--- src/rtl/qosc_pkg.sv ---
// Package: shared definitions for the quadrature shift-add oscillator.
// Assumes: nothing beyond IEEE 1800-2017.
package qosc_pkg;
    // Order in which the cosine update reads the sine value.
    typedef enum logic {
        UPD_GROWING = 1'b0,   // both updates read the old registers
        UPD_STABLE  = 1'b1    // cosine update reads the new sine
    } upd_mode_e;
endpackage

--- src/rtl/qosc_sat_add.sv ---
// Module: qosc_sat_add - signed add or subtract that clamps to W bits.
// Assumes: a and b are two's complement W-bit values. The result is computed
// in W+1 bits, so no operand value can overflow before the clamp.
module qosc_sat_add #(
    parameter int W = 32
) (
    input  logic signed [W-1:0] a,
    input  logic signed [W-1:0] b,
    input  logic                sub,
    output logic signed [W-1:0] y,
    output logic                clip
);
    localparam logic signed [W-1:0] MAX_V = {1'b0, {(W-1){1'b1}}};
    localparam logic signed [W-1:0] MIN_V = {1'b1, {(W-1){1'b0}}};

    logic signed [W:0] a_ext, b_ext, sum;

    // Sign-extend the operands, negate b when subtracting, add in W+1 bits.
    always_comb begin
        a_ext = {a[W-1], a};
        b_ext = sub ? -{b[W-1], b} : {b[W-1], b};
        sum   = a_ext + b_ext;
    end

    // Clamp when the top two bits of the wide sum disagree.
    always_comb begin
        clip = sum[W] ^ sum[W-1];
        if (!clip)       y = sum[W-1:0];
        else if (sum[W]) y = MIN_V;
        else             y = MAX_V;
    end
endmodule

--- src/rtl/qosc_core.sv ---
// Module: qosc_core - the two cross-coupled accumulators and the sticky clip flag.
// Assumes: synchronous active-low reset; load reseeds; en gates updates.
// A shift value of 0 is promoted to 1.
module qosc_core
    import qosc_pkg::*;
#(
    parameter int ACC_W    = 32,
    parameter int SH_W     = 4,
    parameter int INIT_AMP = 268435456
) (
    input  logic                    clk,
    input  logic                    rst_n,
    input  logic                    load,
    input  logic                    en,
    input  upd_mode_e               mode,
    input  logic [SH_W-1:0]         shift_a,
    output logic signed [ACC_W-1:0] sin_acc,
    output logic signed [ACC_W-1:0] cos_acc,
    output logic                    sat_flag
);
    localparam logic signed [ACC_W-1:0] SEED_COS = ACC_W'(INIT_AMP);
    localparam logic signed [ACC_W-1:0] MAX_V    = {1'b0, {(ACC_W-1){1'b1}}};
    localparam logic signed [ACC_W-1:0] MIN_V    = {1'b1, {(ACC_W-1){1'b0}}};

    logic [SH_W-1:0]         k_eff;
    logic signed [ACC_W-1:0] cos_sh, sin_src, sin_sh, sin_nx, cos_nx;
    logic                    clip_s, clip_c;

    // Promote a zero shift to one so the loop never adds a full copy.
    always_comb k_eff = (shift_a == '0) ? SH_W'(1) : shift_a;

    // Sine step: add the shifted cosine.
    always_comb cos_sh = cos_acc >>> k_eff;
    qosc_sat_add #(.W(ACC_W)) u_add_sin (
        .a(sin_acc), .b(cos_sh), .sub(1'b0), .y(sin_nx), .clip(clip_s)
    );

    // Cosine step: subtract the shifted old or new sine, depending on mode.
    always_comb begin
        sin_src = (mode == UPD_STABLE) ? sin_nx : sin_acc;
        sin_sh  = sin_src >>> k_eff;
    end
    qosc_sat_add #(.W(ACC_W)) u_sub_cos (
        .a(cos_acc), .b(sin_sh), .sub(1'b1), .y(cos_nx), .clip(clip_c)
    );

    // Accumulator state: seed on reset or load, advance on enable.
    always_ff @(posedge clk) begin
        if (!rst_n || load) begin
            sin_acc  <= '0;
            cos_acc  <= SEED_COS;
            sat_flag <= 1'b0;
        end else if (en) begin
            sin_acc  <= sin_nx;
            cos_acc  <= cos_nx;
            sat_flag <= sat_flag | clip_s | clip_c;
        end
    end

    // Marks cycles where $past refers to a post-reset sample.
    logic past_ok;
    always_ff @(posedge clk) past_ok <= rst_n;

    p_preload_r2: assert property (@(posedge clk) disable iff (!rst_n)
        (past_ok && $past(load)) |-> (sin_acc == '0 && cos_acc == SEED_COS));

    p_hold_r3: assert property (@(posedge clk) disable iff (!rst_n)
        (past_ok && !$past(en) && !$past(load)) |-> ($stable(sin_acc) && $stable(cos_acc)));

    p_clip_extreme_r7: assert property (@(posedge clk) disable iff (!rst_n)
        (past_ok && $rose(sat_flag)) |->
        (sin_acc == MAX_V || sin_acc == MIN_V || cos_acc == MAX_V || cos_acc == MIN_V));

    p_sat_sticky_r8: assert property (@(posedge clk) disable iff (!rst_n)
        (past_ok && $past(sat_flag) && !$past(load)) |-> sat_flag);
endmodule

--- src/rtl/qosc_outreg.sv ---
// Module: qosc_outreg - scales one accumulator down and registers it.
// Assumes: OUT_SHIFT leaves the value within OUT_W bits (OUT_SHIFT >= ACC_W-OUT_W).
module qosc_outreg #(
    parameter int ACC_W     = 32,
    parameter int OUT_W     = 16,
    parameter int OUT_SHIFT = 16,
    parameter int RST_ACC   = 0
) (
    input  logic                    clk,
    input  logic                    rst_n,
    input  logic signed [ACC_W-1:0] acc,
    output logic signed [OUT_W-1:0] q
);
    localparam logic signed [ACC_W-1:0] RST_SH = ACC_W'(RST_ACC) >>> OUT_SHIFT;

    logic signed [ACC_W-1:0] scaled;

    // Divide by 2**OUT_SHIFT with an arithmetic shift.
    always_comb scaled = acc >>> OUT_SHIFT;

    // One register stage; reset shows the scaled seed.
    always_ff @(posedge clk) begin
        if (!rst_n) q <= RST_SH[OUT_W-1:0];
        else        q <= scaled[OUT_W-1:0];
    end
endmodule

--- src/rtl/quad_osc.sv ---
// Module: quad_osc - top of the quadrature shift-add oscillator.
// Assumes: a single clock domain; all control inputs are synchronous to clk.
module quad_osc
    import qosc_pkg::*;
#(
    parameter int ACC_W     = 32,
    parameter int OUT_W     = 16,
    parameter int SH_W      = 4,
    parameter int OUT_SHIFT = ACC_W - OUT_W,
    parameter int INIT_AMP  = 268435456
) (
    input  logic                    clk,
    input  logic                    rst_n,
    input  logic                    load,
    input  logic                    en,
    input  logic                    stable_mode,
    input  logic [SH_W-1:0]         shift_a,
    output logic signed [OUT_W-1:0] sin_o,
    output logic signed [OUT_W-1:0] cos_o,
    output logic                    sat_o
);
    localparam int N_CH = 2;

    logic signed [ACC_W-1:0] acc   [N_CH];
    logic signed [OUT_W-1:0] q_out [N_CH];
    upd_mode_e               mode;

    // Map the plain mode pin onto the ordering enum.
    always_comb mode = stable_mode ? UPD_STABLE : UPD_GROWING;

    qosc_core #(.ACC_W(ACC_W), .SH_W(SH_W), .INIT_AMP(INIT_AMP)) u_core (
        .clk(clk), .rst_n(rst_n), .load(load), .en(en), .mode(mode),
        .shift_a(shift_a), .sin_acc(acc[0]), .cos_acc(acc[1]), .sat_flag(sat_o)
    );

    // One output stage per channel: channel 0 is sine, channel 1 is cosine.
    for (genvar ch = 0; ch < N_CH; ch++) begin : g_out
        qosc_outreg #(
            .ACC_W(ACC_W), .OUT_W(OUT_W), .OUT_SHIFT(OUT_SHIFT),
            .RST_ACC((ch == 0) ? 0 : INIT_AMP)
        ) u_out (
            .clk(clk), .rst_n(rst_n), .acc(acc[ch]), .q(q_out[ch])
        );
    end

    assign sin_o = q_out[0];
    assign cos_o = q_out[1];

    // Marks cycles where $past refers to a post-reset sample.
    logic past_ok;
    always_ff @(posedge clk) past_ok <= rst_n;

    p_out_latency_r9: assert property (@(posedge clk) disable iff (!rst_n)
        past_ok |-> (sin_o == OUT_W'($past(acc[0]) >>> OUT_SHIFT)
                  && cos_o == OUT_W'($past(acc[1]) >>> OUT_SHIFT)));
endmodule

--- config.mk ---
export PLATFORM = sky130hd
export DESIGN_NAME = quad_osc
export DESIGN_NICKNAME = d
export VERILOG_FILES = /design/src/rtl/qosc_pkg.sv /design/src/rtl/qosc_sat_add.sv /design/src/rtl/qosc_core.sv /design/src/rtl/qosc_outreg.sv /design/src/rtl/quad_osc.sv
export SDC_FILE = /design/constraint.sdc
export NUM_CORES = 1
export LEC_CHECK = 0
export BUFFER_PORTS_ARGS = -buffer_cell sky130_fd_sc_hd__buf_2
export CAP_MARGIN = 0
export CORE_MARGIN = 8
export CORE_UTILIZATION = 47
export DETAILED_ROUTE_END_ITERATION = 8
export PLACE_DENSITY = 0.63
export RECOVER_POWER = 100
export SYNTH_ARGS = -nofsm -noshare
export SYNTH_HDL_FRONTEND = slang
export SYNTH_SLANG_ARGS = --single-unit
--- constraint.sdc ---
create_clock -name clk -period 17.3 [get_ports clk]
set_input_delay 3.46 -clock clk [delete_from_list [all_inputs] [get_ports clk]]
set_output_delay 3.46 -clock clk [all_outputs]
set_load 0.02 [all_outputs]
; Word-level counts from Yosys, hierarchy flattened
; Index checks and enable logic that the tools add are counted.
[word_totals]
regBits = 97
input_bits = 9
output_inout_bits = 33
elab_cells = 24
[classes]
addsub = 3
shifts = 2
n_mux = 7
bitwise = 4
n_reduce_logical = 3
[ops]
columns = cell, n
row1 = 32-bit 2-to-1 mux, 5
row2 = 32-bit by 4-bit >>> shifter with 32-bit output, 2
row3 = 32-bit by 32-bit adder with 33-bit output, 1
row4 = 32-bit by 33-bit adder with 33-bit output, 1
row5 = 33-bit negator, 1
row6 = 4-bit zero test, 1
row7 = 4-bit 2-to-1 mux, 1
row8 = 1-bit bitwise OR, 2
row9 = 1-bit XOR, 2
row10 = 1-bit zero test, 1
row11 = 1-bit logical OR, 1
row12 = 1-bit 2-to-1 mux, 1

; Depth between registers and ports, before layout
; Gate-level depths: netlist of the first run.
[logic_depth]
depth_word = 12
mapped_depth = 45
mapped_depth_nobuf = 37

; By module
; A second synthesis of the first run with hierarchy kept.
[hier_totals]
hier_cells = 1557
area_unflattened_um2 = 12234.2
[by_module_without_submodules]
columns = module, n_inst, cells_per_inst, area_each_um2, seq_area_each_um2
row1 = qosc_core, 1, 713, 5938.2, 1301.2
row2 = qosc_sat_add at u_core.u_add_sin, 1, 392, 2725.1, 0.0
row3 = qosc_sat_add at u_core.u_sub_cos, 1, 386, 2678.8, 0.0
row4 = qosc_outreg at g_out[0].u_out, 1, 33, 446.7, 320.3
row5 = qosc_outreg at g_out[1].u_out, 1, 33, 445.4, 320.3

; Worst setup path before layout of the first run
; Ideal clock, no wire load.
[synth_path]
kind = input to register
startpoint = input shift_a[2]
endpoint = register u_core.cos_acc[11]
setup_time_ns = 0.132
t_arrival_ns = 12.058
required_time_ns = 17.168
slack_ns = 5.110
cell_stages = 39
n_path_buf = 8
path_cell_list = clkbuf_1 > nor3_1 > or2_2 > buf_2 > buf_2 > buf_1 > buf_1 > buf_2 > mux2i_1 > mux2i_1 > mux2i_1 > mux2i_1 > ha_1 > buf_2 > a21o_1 > a21oi_1 > o21ai_0 > or2_2 > (+3 left out) > o2bb2ai_1 > mux4_2 > o21ai_1 > a21oi_1 > a22oi_1 > ha_1 > a21o_1 > a21o_1 > a221o_1 > a31o_2 > a31o_2 > a32oi_1 > a211o_1 > nand3_1 > xnor2_1 > a21oi_1 > clkbuf_1 > a21oi_1
[synth_between]
elab_chain_cells = 12
elab_cells_between_ends = 14
classes_between = add/sub: 3 / shift: 2 / mux: 6 / bitwise: 2 / reduce/logical: 1
[synth_rtl]
columns = item, line
row1 = "start, declared", quad_osc.sv:17  ; input logic [SH_W-1:0] shift_a,
row2 = 4-bit zero test, qosc_core.sv:30  ; always_comb k_eff = (shift_a == '0) ? SH_W'(1) : shift_a;
row3 = 4-bit 2-to-1 mux *, qosc_core.sv:30
row4 = 32-bit by 4-bit >>> shifter with 32-bit output, qosc_core.sv:33  ; always_comb cos_sh = cos_acc >>> k_eff;
row5 = 32-bit by 32-bit adder with 33-bit output, qosc_sat_add.sv:22  ; sum = a_ext + b_ext;
row6 = 32-bit 2-to-1 mux / 1-bit XOR (equally long branches), "qosc_sat_add.sv:29, qosc_sat_add.sv:27"
row7 = 32-bit 2-to-1 mux, qosc_sat_add.sv:28  ; if (!clip) y = sum[W-1:0];
row8 = 32-bit 2-to-1 mux, qosc_core.sv:40  ; sin_src = (mode == UPD_STABLE) ? sin_nx : sin_acc;
row9 = 32-bit by 4-bit >>> shifter with 32-bit output *, qosc_core.sv:41  ; sin_sh = sin_src >>> k_eff;
row10 = 33-bit negator *, qosc_sat_add.sv:21  ; b_ext = sub ? -{b[W-1], b} : {b[W-1], b};
row11 = 32-bit by 33-bit adder with 33-bit output *, qosc_sat_add.sv:22
row12 = 32-bit 2-to-1 mux / 1-bit XOR (equally long branches), "qosc_sat_add.sv:29, qosc_sat_add.sv:27"
row13 = 32-bit 2-to-1 mux *, qosc_sat_add.sv:28
row14 = "end signal, assigned", qosc_core.sv:55  ; cos_acc <= cos_nx;
row15 = "end, declared", qosc_core.sv:18  ; output logic signed [ACC_W-1:0] cos_acc,
; Mark *: on every way between the ends. The rest lies on a longest branch, timed or not.
; A chain may end at the register's enable or synchronous reset.

; Worst setup path in the final report of the first run
[layout_path]
startpoint = input shift_a[3]
endpoint = register u_core.cos_acc[26]
; Same word-level chain as after synthesis.

==> qor.yml, run 1 <==
floorplan:
  die-area_um2: 29500
  core_area_um2: 24000
  initial_utilization_pct: 47.4
  rows: 57
  ioPinCount: 42
  chipWidth_um: 172
  die_y_um: 172
power:
  p_per_area_nw_per_um2: 79.7
  share_seq_of_total_power_pct: 26.7
  leakage_nw: 4.93
  comb_power_share_pct: 51.8
  swShare_pct: 45.1
  p_int_mw: 0.522
  pwr-share-clk_pct: 21.5
  vdd.ir_drop.worst_uv: 51.6
  total_power_mw: 0.952
  p_switching_mw: 0.429
timing:
  max_freq_mhz: 63.5
  fin_crit_sh_pct: 91.0
  finClkSkew_ns: 0.0145
  final_max_slew_viol_count: 11
  slew_headroom_pct: -9.73
  hold_viol: 0
  rsz0062_at_grt: "no"
  setup_tns_ns: 0
  fin_crit_ns: 15.74
  worstMarginPinSlew_ns: 1.63
  finalSetupViolations: 0
clock_network:
  cts_made_buffers: 9
  ctsHoldBuffers: 0
  cts.reportedPaths.clkPinSlew_ns: 0.07
  cts_resized: 0
  clock-sinks: 97
  root_buffer: "clkbuf_16"
  cts_setup_buffers: 0
  htree_levels: 3
  cts_tree: "yes"
  insertion_delay_ns: 0.36
  clock_path_buffers: 2
logic_synthesis:
  yosysMostFrequentCell: "a21oi_1"
  synth_flop_cell: "dfxtp_1"
  yosysWarningCount: 0
  synth_compound_area_share_pct: 33.5
  synth-xor-area-share_pct: 3.46
  syn_inst: 1563
  synth.top_cell.area_share_pct: 17.0
  synth_top_family_by_area: "compound AO/OA/AOI/OAI gates"
  yosys-top-cells-area: "dfxtp_1 17%, mux2i_1 9.9%, a21oi_1 7.1%, ha_1 7.0%, nand2_1 5.2%"
  ys_seq_area_share_pct: 17.0
  synth-seq-cells: 97
  syn_area_um2: 11400
  synthTopCellsByCount: "162 x a21oi_1, 157 x nand2_1, 128 x nor2_1"
  synth_edf_count: 0
  ys_types: 87
  syn_avg_cell_area_um2: 7.29
  async_flop_share_pct: 0
  syn-num-nets: 1638
  synth_simple_gate_area_share_pct: 20.1
  synth_area_leader_cell: "dfxtp_1"
  synthAdderAreaFrac_pct: 8.71
  synth_mux_area_share_pct: 12.3
placement:
  hpwlAfterDp_mm: 31.3
  place_area_um2: 11700
  routabilityCongestion: 0.998
  io_buffer_count: 41
route:
  vias: 12244
  drtIter0Drc: 1616
  wl_mm: 41.3
  wl_per_cell_um: 22.2
  firstDrtPassIters: 6
  ant_nets: 0
  drc_errors: 0
  via_per_inst: 6.60
final_layout:
  fin_nets: 1600
  layout-drive-gt1-share_pct: 5.88
  final_cell_area_um2: 11900
  postLayoutCoreUtil_pct: 49.7
  syn_to_final_growth_pct: 4.72
global_routing:
  groute.usage.overall_pct: 27.6
  antenna_found_initial: 2
  met1_usage_pct: 37.4
  grt-ovfl-total: 0
  grt_pass1_vias: 11047
  grt_max_degree: 83
  grt.busiest_layer: "met2"
  grt_pass1_wl_mm: 63.9
  gr-usage-met2_pct: 41.3
  use_met3_pct: 4.34
critical_path:
  worst-setup-path-type: "input port to register"
  endpoint_kind: "register"
  cpPeakStageDelay_ns: 1.02
  startpoint: "shift_a[3]"
  crit_fanout: 81
  startpoint_type: "input port"
  critPathMostFrequentCell: "o21ai_0"
  cp_slowest_cell: "nor4_1"
  path_delay_family: "compound AO/OA/AOI/OAI gates"
  required_ns: 17.55
  arrival_ns: 15.99
  crit_buf_inv: 2
  rr_startpoint: "u_core.cos_acc[30]"
worst_hold_path:
  holdCritPathClass: "register to register"
  min_from: "u_core.sat_flag"
status:
  violations: "max-capacitance violations, max-slew violations"
  status: "complete, but fails checks"
job:
  drv_cap: 1
## flip-flops by register name (all words and copies together) (netlist names)
register         cells
u_core.sin_acc      32
u_core.cos_acc      32
g_out.u_out.q       32
u_core.sat_flag      1
## power by group through the flow
stage	clock [mW]	sequential, mW	combinational, mW
global placement	0	0.259	0.480
detailed placement	0	0.259	0.480
global route	0.217	0.256	0.536
floorplan	0	0.255	0.359
CTS	0.208	0.254	0.483
finish	0.205	0.254	0.493
## cells by family (layout without fill, tap and decap cells)
logic type | Yosys count | count (layout)
other | 0 | 1
muxes | 129 | 129
xor gates and xnor gates | 45 | 45
AOI/OAI and AO/OA | 581 | 581
DFF | 97 | 97
buffers and inverters | 140 | 107
and+or+nand+nor | 490 | 490
adders and majority gates | 81 | 81
## cell type report
cell class,count,area [um^2]
diodes,1,2.50
clock buffers,10,239
clock inverters,6,55.1
fillers,2449,12100
inverters,30,113
multi-input cells,1326,8870
flip-flops and latches,97,1940
well taps,324,405
repair buffers,61,309
## stage by stage
step / hold WS, ns / instances / setup slack (ns)
finish: 0.475 / 1855 / 1.56
global route: 0.511 / 1855 / 1.05
CTS: 0.478 / 1854 / 2.86
detailed placement: 0.458 / 1838 / 2.54
global placement: 0.456 / 1838 / 2.54
floorplan: 0.459 / 1563 / 5.11
## final timing paths
| kind | end | slack [ns] | cells past startpoint |
|---|---|---|---|
| worst min register to register | u_core.sat_flag | 0.48 | 1 |
| worst max register to register | u_core.cos_acc[26] | 6.18 | 30 |
| worst min-delay path | u_core.sat_flag | 0.48 | 1 |
| worst max-delay path | u_core.cos_acc[26] | 1.56 | 34 |
## cells in the final DEF, fill, tap and decap left out, types with 9 or more instances in the layout
cell / instances
nor3_1: 29
and2_1: 19
nand2_1: 157
buf_4: 19
clkbuf_16: 9
o21ai_0: 118
a21oi_1: 161
nor2_1: 128
mux2i_1: 113
o211ai_1: 24
nand4_1: 16
nand2b_1: 13
a21o_1: 36
xnor2_1: 29
nor4_1: 14
or2_2: 12
xor2_1: 16
and3_1: 18
maj3_1: 14
a211oi_1: 54
nand3_1: 39
ha_1: 64
o21a_1: 15
a22oi_1: 11
dfxtp_1: 97
clkbuf_1: 35
o31ai_1: 10
inv_1: 28
o22ai_1: 13
a31oi_1: 28
and2_0: 18
## worst register-to-register path, delay by kind of cell (launching register included)
family	cells	cell delay [ns]
AOI/OAI and AO/OA	22	7.57
and+or+nand+nor	3	1.19
muxes	3	0.98
adders and majority gates	2	0.76
DFF	1	0.53
## layer usage
metal | wire length (um) | part of all wire (%) | vias to the layer above
li1 | - | - | 5804
met1 | 18000 | 44 | 5729
met4 | 2190 | 5.3 | 0
met2 | 17300 | 42 | 605
met5 | 0 | 0 | -
met3 | 3740 | 9.1 | 106
Power figures use the tool's default switching activity.
==> run 2: changes to the inputs <==
--- a/config.mk
+++ b/config.mk
@@ -5,12 +5,12 @@
 export SDC_FILE = /design/constraint.sdc
 export NUM_CORES = 1
 export LEC_CHECK = 0
-export BUFFER_PORTS_ARGS = -buffer_cell sky130_fd_sc_hd__buf_2
 export CAP_MARGIN = 0
 export CORE_MARGIN = 8
 export CORE_UTILIZATION = 47
 export DETAILED_ROUTE_END_ITERATION = 8
-export PLACE_DENSITY = 0.63
+export DONT_BUFFER_PORTS = 1
+export PLACE_DENSITY = 0.62
 export RECOVER_POWER = 100
 export SYNTH_ARGS = -nofsm -noshare
 export SYNTH_HDL_FRONTEND = slang
==> qor.yml, run 2 (synthesis results as in run 1) <==
timing:
  finClkSkew_ns: 0.0135
  final_max_slew_viol_count: 0
  slew_headroom_pct: 1.73
  fin_crit_ns: 14.90
  max_freq_mhz: 67.1
  finalSetupViolations: 0
  fin_crit_sh_pct: 86.1
  rsz0062_at_grt: "no"
  worstMarginPinSlew_ns: 1.46
  setup_tns_ns: 0
  hold_viol: 0
route:
  wl_per_cell_um: 22.7
  ant_nets: 0
  firstDrtPassIters: 6
  drc_errors: 0
  via_per_inst: 6.74
  drtIter0Drc: 1490
  wl_mm: 41.1
  vias: 12173
final_layout:
  final_cell_mix: "161 x a21oi_1, 157 x nand2_1, 128 x nor2_1"
  layout-drive-gt1-share_pct: 5.33
  reg.largest.list: "g_out.u_out.q (32), u_core.cos_acc (32), u_core.sin_acc (32)"
  layout.cells.most_common: "a21oi_1"
  multi_input_area_um2: 8890
  fin_nets: 1553
  fillerInstances: 2462
  syn_to_final_growth_pct: 3.16
  antenna_cells: 0
  area.sequential_um2: 1940
power:
  swShare_pct: 44.8
  p_switching_mw: 0.420
  pwr-share-clk_pct: 22.1
  vdd.ir_drop.worst_uv: 47.3
  leakage_nw: 4.86
  total_power_mw: 0.939
  share_seq_of_total_power_pct: 27.6
  p_per_area_nw_per_um2: 79.8
  p_int_mw: 0.518
  comb_power_share_pct: 50.3
clock_network:
  clock_path_buffers: 2
  clock-sinks: 97
  cts_made_buffers: 9
  root_buffer: "clkbuf_16"
  cts_tree: "yes"
  insertion_delay_ns: 0.37
  cts_resized: 0
  cts.reportedPaths.clkPinSlew_ns: 0.08
  htree_levels: 3
  cts_setup_buffers: 0
  ctsHoldBuffers: 0
status:
  violations: "max-capacitance violations"
  status: "complete, but fails checks"
critical_path:
  cpPeakStageDelay_ns: 1.04
  arrival_ns: 15.16
  cp_slowest_cell: "a21boi_0"
  endpoint_kind: "register"
  worst-setup-path-type: "input port to register"
  required_ns: 17.56
  critPathMostFrequentCell: "mux2i_1"
  startpoint_type: "input port"
  crit_fanout: 81
global_routing:
  antenna_found_initial: 0
  groute.usage.overall_pct: 27.9
  grt_max_degree: 83
  grt_pass1_vias: 11062
  grt_pass1_wl_mm: 64.6
  grt-ovfl-total: 0
floorplan:
  core_area_um2: 24000
  die-area_um2: 29500
  ioPinCount: 42
  die_y_um: 172
  rows: 57
  initial_utilization_pct: 47.4
  chipWidth_um: 172
placement:
  hpwlAfterDp_mm: 31.3
  routabilityCongestion: 0.988
  io_buffer_count: 0
worst_hold_path:
  holdCritPathClass: "register to register"
job:
  drv_cap: 1
run 2: power by group through the flow:
stage	clock network, mW	registers [mW]	logic (mW)
after CTS	0.213	0.259	0.462
after floorplan	0	0.255	0.359
after global routing	0.221	0.260	0.517
final	0.208	0.259	0.472
after detailed placement	0	0.264	0.459
after global placement	0	0.264	0.457
run 2: area by class of cell:
class / instances / area share (%)
multi-input cells: 1326 / 75.6
clock inverters: 7 / 0.670
well taps: 324 / 3.45
repair buffers: 14 / 0.862
clock buffers: 9 / 1.92
flip-flops and latches: 97 / 16.5
inverters: 30 / 0.958
run 2: worst paths after layout:
kind	from	to	slack, ns	depth (start not counted)
worst max-delay path	shift_a[2]	u_core.cos_acc[26]	2.40	32
worst min-delay path	u_core.sin_acc[0]	u_core.sin_acc[0]	0.51	2
worst max register to register	u_core.cos_acc[31]	u_core.cos_acc[26]	6.54	29
worst min register to register	u_core.sin_acc[0]	u_core.sin_acc[0]	0.51	2
run 2: worst max-delay path, delay by kind of cell:
kind,cells,cell delay [ns]
compound gates,19,6.27
fa+ha+maj,2,1.03
mux,5,1.32
simple gates,6,3.00
run 2: per-stage QoR:
step / area [um^2] / util (%) / setup WS [ns] / hold slack [ns] / cells
global placement: 11500 / 47.8 / 3.07 / 0.486 / 1791
CTS: 11800 / 49.0 / 3.21 / 0.507 / 1807
global route: 11800 / 48.9 / 1.56 / 0.533 / 1807
floorplan: 11400 / - / 5.11 / 0.459 / 1563
finish: 11800 / 48.9 / 2.40 / 0.505 / 1807
detailed placement: 11500 / 47.8 / 2.88 / 0.493 / 1791
run 2: metal layers:
layer | share of wire, % | global-route usage, % | vias up
met4 | 4.4 | 12.3 | 0
met3 | 8.8 | 4.57 | 102
met1 | 44 | 37.9 | 5739
met2 | 43 | 43.0 | 622
li1 | - | - | 5710
met5 | 0 | 0 | -
==> run 3: changes to the inputs <==
--- a/config.mk
+++ b/config.mk
@@ -6,7 +6,7 @@
 export NUM_CORES = 1
 export LEC_CHECK = 0
 export CAP_MARGIN = 0
-export CORE_MARGIN = 8
+export CORE_MARGIN = 2
 export CORE_UTILIZATION = 47
 export DETAILED_ROUTE_END_ITERATION = 8
 export DONT_BUFFER_PORTS = 1
==> qor.yml, run 3 (synthesis results as in run 1) <==
status:
  status: "complete, but fails checks"
  violations: "max-capacitance violations"
global_routing:
  gr-usage-met2_pct: 49.2
  groute.usage.overall_pct: 31.6
  met1_usage_pct: 43.4
  grt-ovfl-total: 0
  grt_pass1_vias: 10903
  grt.busiest_layer: "met2"
  grt_max_degree: 83
  grt_pass1_wl_mm: 64.1
  use_met3_pct: 5.35
  antenna_found_initial: 1
timing:
  setup_tns_ns: 0
  final_max_slew_viol_count: 0
  max_freq_mhz: 67.9
  worstMarginPinSlew_ns: 1.47
  fin_crit_sh_pct: 85.2
  slew_headroom_pct: 1.46
  finalSetupViolations: 0
  rsz0062_at_grt: "no"
  hold_viol: 0
  holdWs_ns: 0.492
  fin_crit_ns: 14.74
  finClkSkew_ns: 0.0101
power:
  p_int_mw: 0.524
  p_per_area_nw_per_um2: 80.3
  leakage_nw: 4.86
  share_seq_of_total_power_pct: 27.5
  comb_power_share_pct: 50.2
  swShare_pct: 44.5
  pwr-share-clk_pct: 22.3
  vdd.ir_drop.worst_uv: 46.4
  p_switching_mw: 0.419
route:
  drtIter0Drc: 1541
  ant_nets: 0
  wl_mm: 41.2
  drc_errors: 0
  firstDrtPassIters: 6
  via_per_inst: 6.75
  wl_per_cell_um: 22.9
  vias: 12150
final_layout:
  antenna_cells: 0
  layout.cells.most_common: "a21oi_1"
  fillerInstances: 2387
  fin_nets: 1552
  layout-drive-gt1-share_pct: 5.26
  reg.largest.list: "g_out.u_out.q (32), u_core.cos_acc (32), u_core.sin_acc (32)"
  final_cell_mix: "161 x a21oi_1, 157 x nand2_1, 128 x nor2_1"
  syn_to_final_growth_pct: 3.00
clock_network:
  htree_levels: 3
  cts_resized: 0
  insertion_delay_ns: 0.37
  cts.reportedPaths.clkPinSlew_ns: 0.08
  cts_made_buffers: 9
  cts_setup_buffers: 0
  clock-sinks: 97
  ctsHoldBuffers: 0
  root_buffer: "clkbuf_16"
  cts_tree: "yes"
  clock_path_buffers: 2
critical_path:
  path_delay_family: "compound AO/OA/AOI/OAI gates"
  endpoint_kind: "register"
  worst-setup-path-type: "input port to register"
  arrival_ns: 15.00
  required_ns: 17.56
  crit_buf_inv: 0
  startpoint_type: "input port"
  cpPeakStageDelay_ns: 1.02
  cp_slowest_cell: "a21boi_0"
  crit_fanout: 81
floorplan:
  rows: 56
  ioPinCount: 42
  die-area_um2: 25500
  chipWidth_um: 160
  initial_utilization_pct: 48.3
  core_area_um2: 23600
  die_y_um: 160
worst_hold_path:
  holdCritPathClass: "register to register"
placement:
  hpwlAfterDp_mm: 31.1
  routabilityCongestion: 1.02
  io_buffer_count: 0
job:
  drv_cap: 1
[run 3: changes by cell type in the layout (fill, tap and decap cells not counted), sizes merged]
cell,previous run,this run
buf,13,12
clkbuf,10,12
clkinv,6,4
[run 3: stage by stage]
step / std cells / total power [mW] / setup WS [ns] / cell area, um^2 / utilization (%)
after global placement: 1785 / 0.724 / 2.74 / 11500 / 48.5
after floorplan: 1563 / 0.614 / 5.11 / 11400 / -
after detailed placement: 1785 / 0.724 / 2.88 / 11500 / 48.5
after CTS: 1801 / 0.935 / 3.22 / 11800 / 49.8
after global routing: 1801 / 0.999 / 1.40 / 11700 / 49.7
final: 1801 / 0.943 / 2.56 / 11700 / 49.7
[run 3: layout make-up]
type	count	area [um^2]	area share [%]
clock buffer	11	253	2.15
timing repair buffer	13	93.8	0.799
inverter	30	113	0.959
tap	319	399	3.40
clock inverter	5	46.3	0.394
multi-input combinational	1326	8890	75.8
sequential	97	1940	16.5
[run 3: path summary, 6_finish.rpt]
check	start	end	slack, ns	cells after the start
min reg2reg	u_core.sin_acc[0]	u_core.sin_acc[0]	0.49	2
min	u_core.sin_acc[0]	u_core.sin_acc[0]	0.49	2
max reg2reg	u_core.cos_acc[31]	u_core.cos_acc[26]	6.76	29
max	shift_a[2]	u_core.cos_acc[26]	2.56	32
[run 3: layer usage]
| layer | part of all wire, % | wire, um |
|---|---|---|
| met1 | 43 | 17900 |
| met2 | 43 | 17800 |
| met3 | 9.2 | 3790 |
| met4 | 4.2 | 1720 |
| met5 | 0 | 0 |
[run 3: power by group through the flow]
stage                     Sequential [mW]  Combinational, mW  Clock (mW)
after global routing                0.261              0.518       0.221
after floorplan                     0.255              0.359           0
final                               0.259              0.473       0.211
after detailed placement            0.264              0.460           0
after global placement              0.264              0.460           0
after CTS                           0.259              0.462       0.214
[run 3: tightest hold or removal path, cell delays in order, from the launching register on]
cell and delay [ns]:
dfxtp_1 0.33, nand2_1 0.07, a21oi_1 0.05
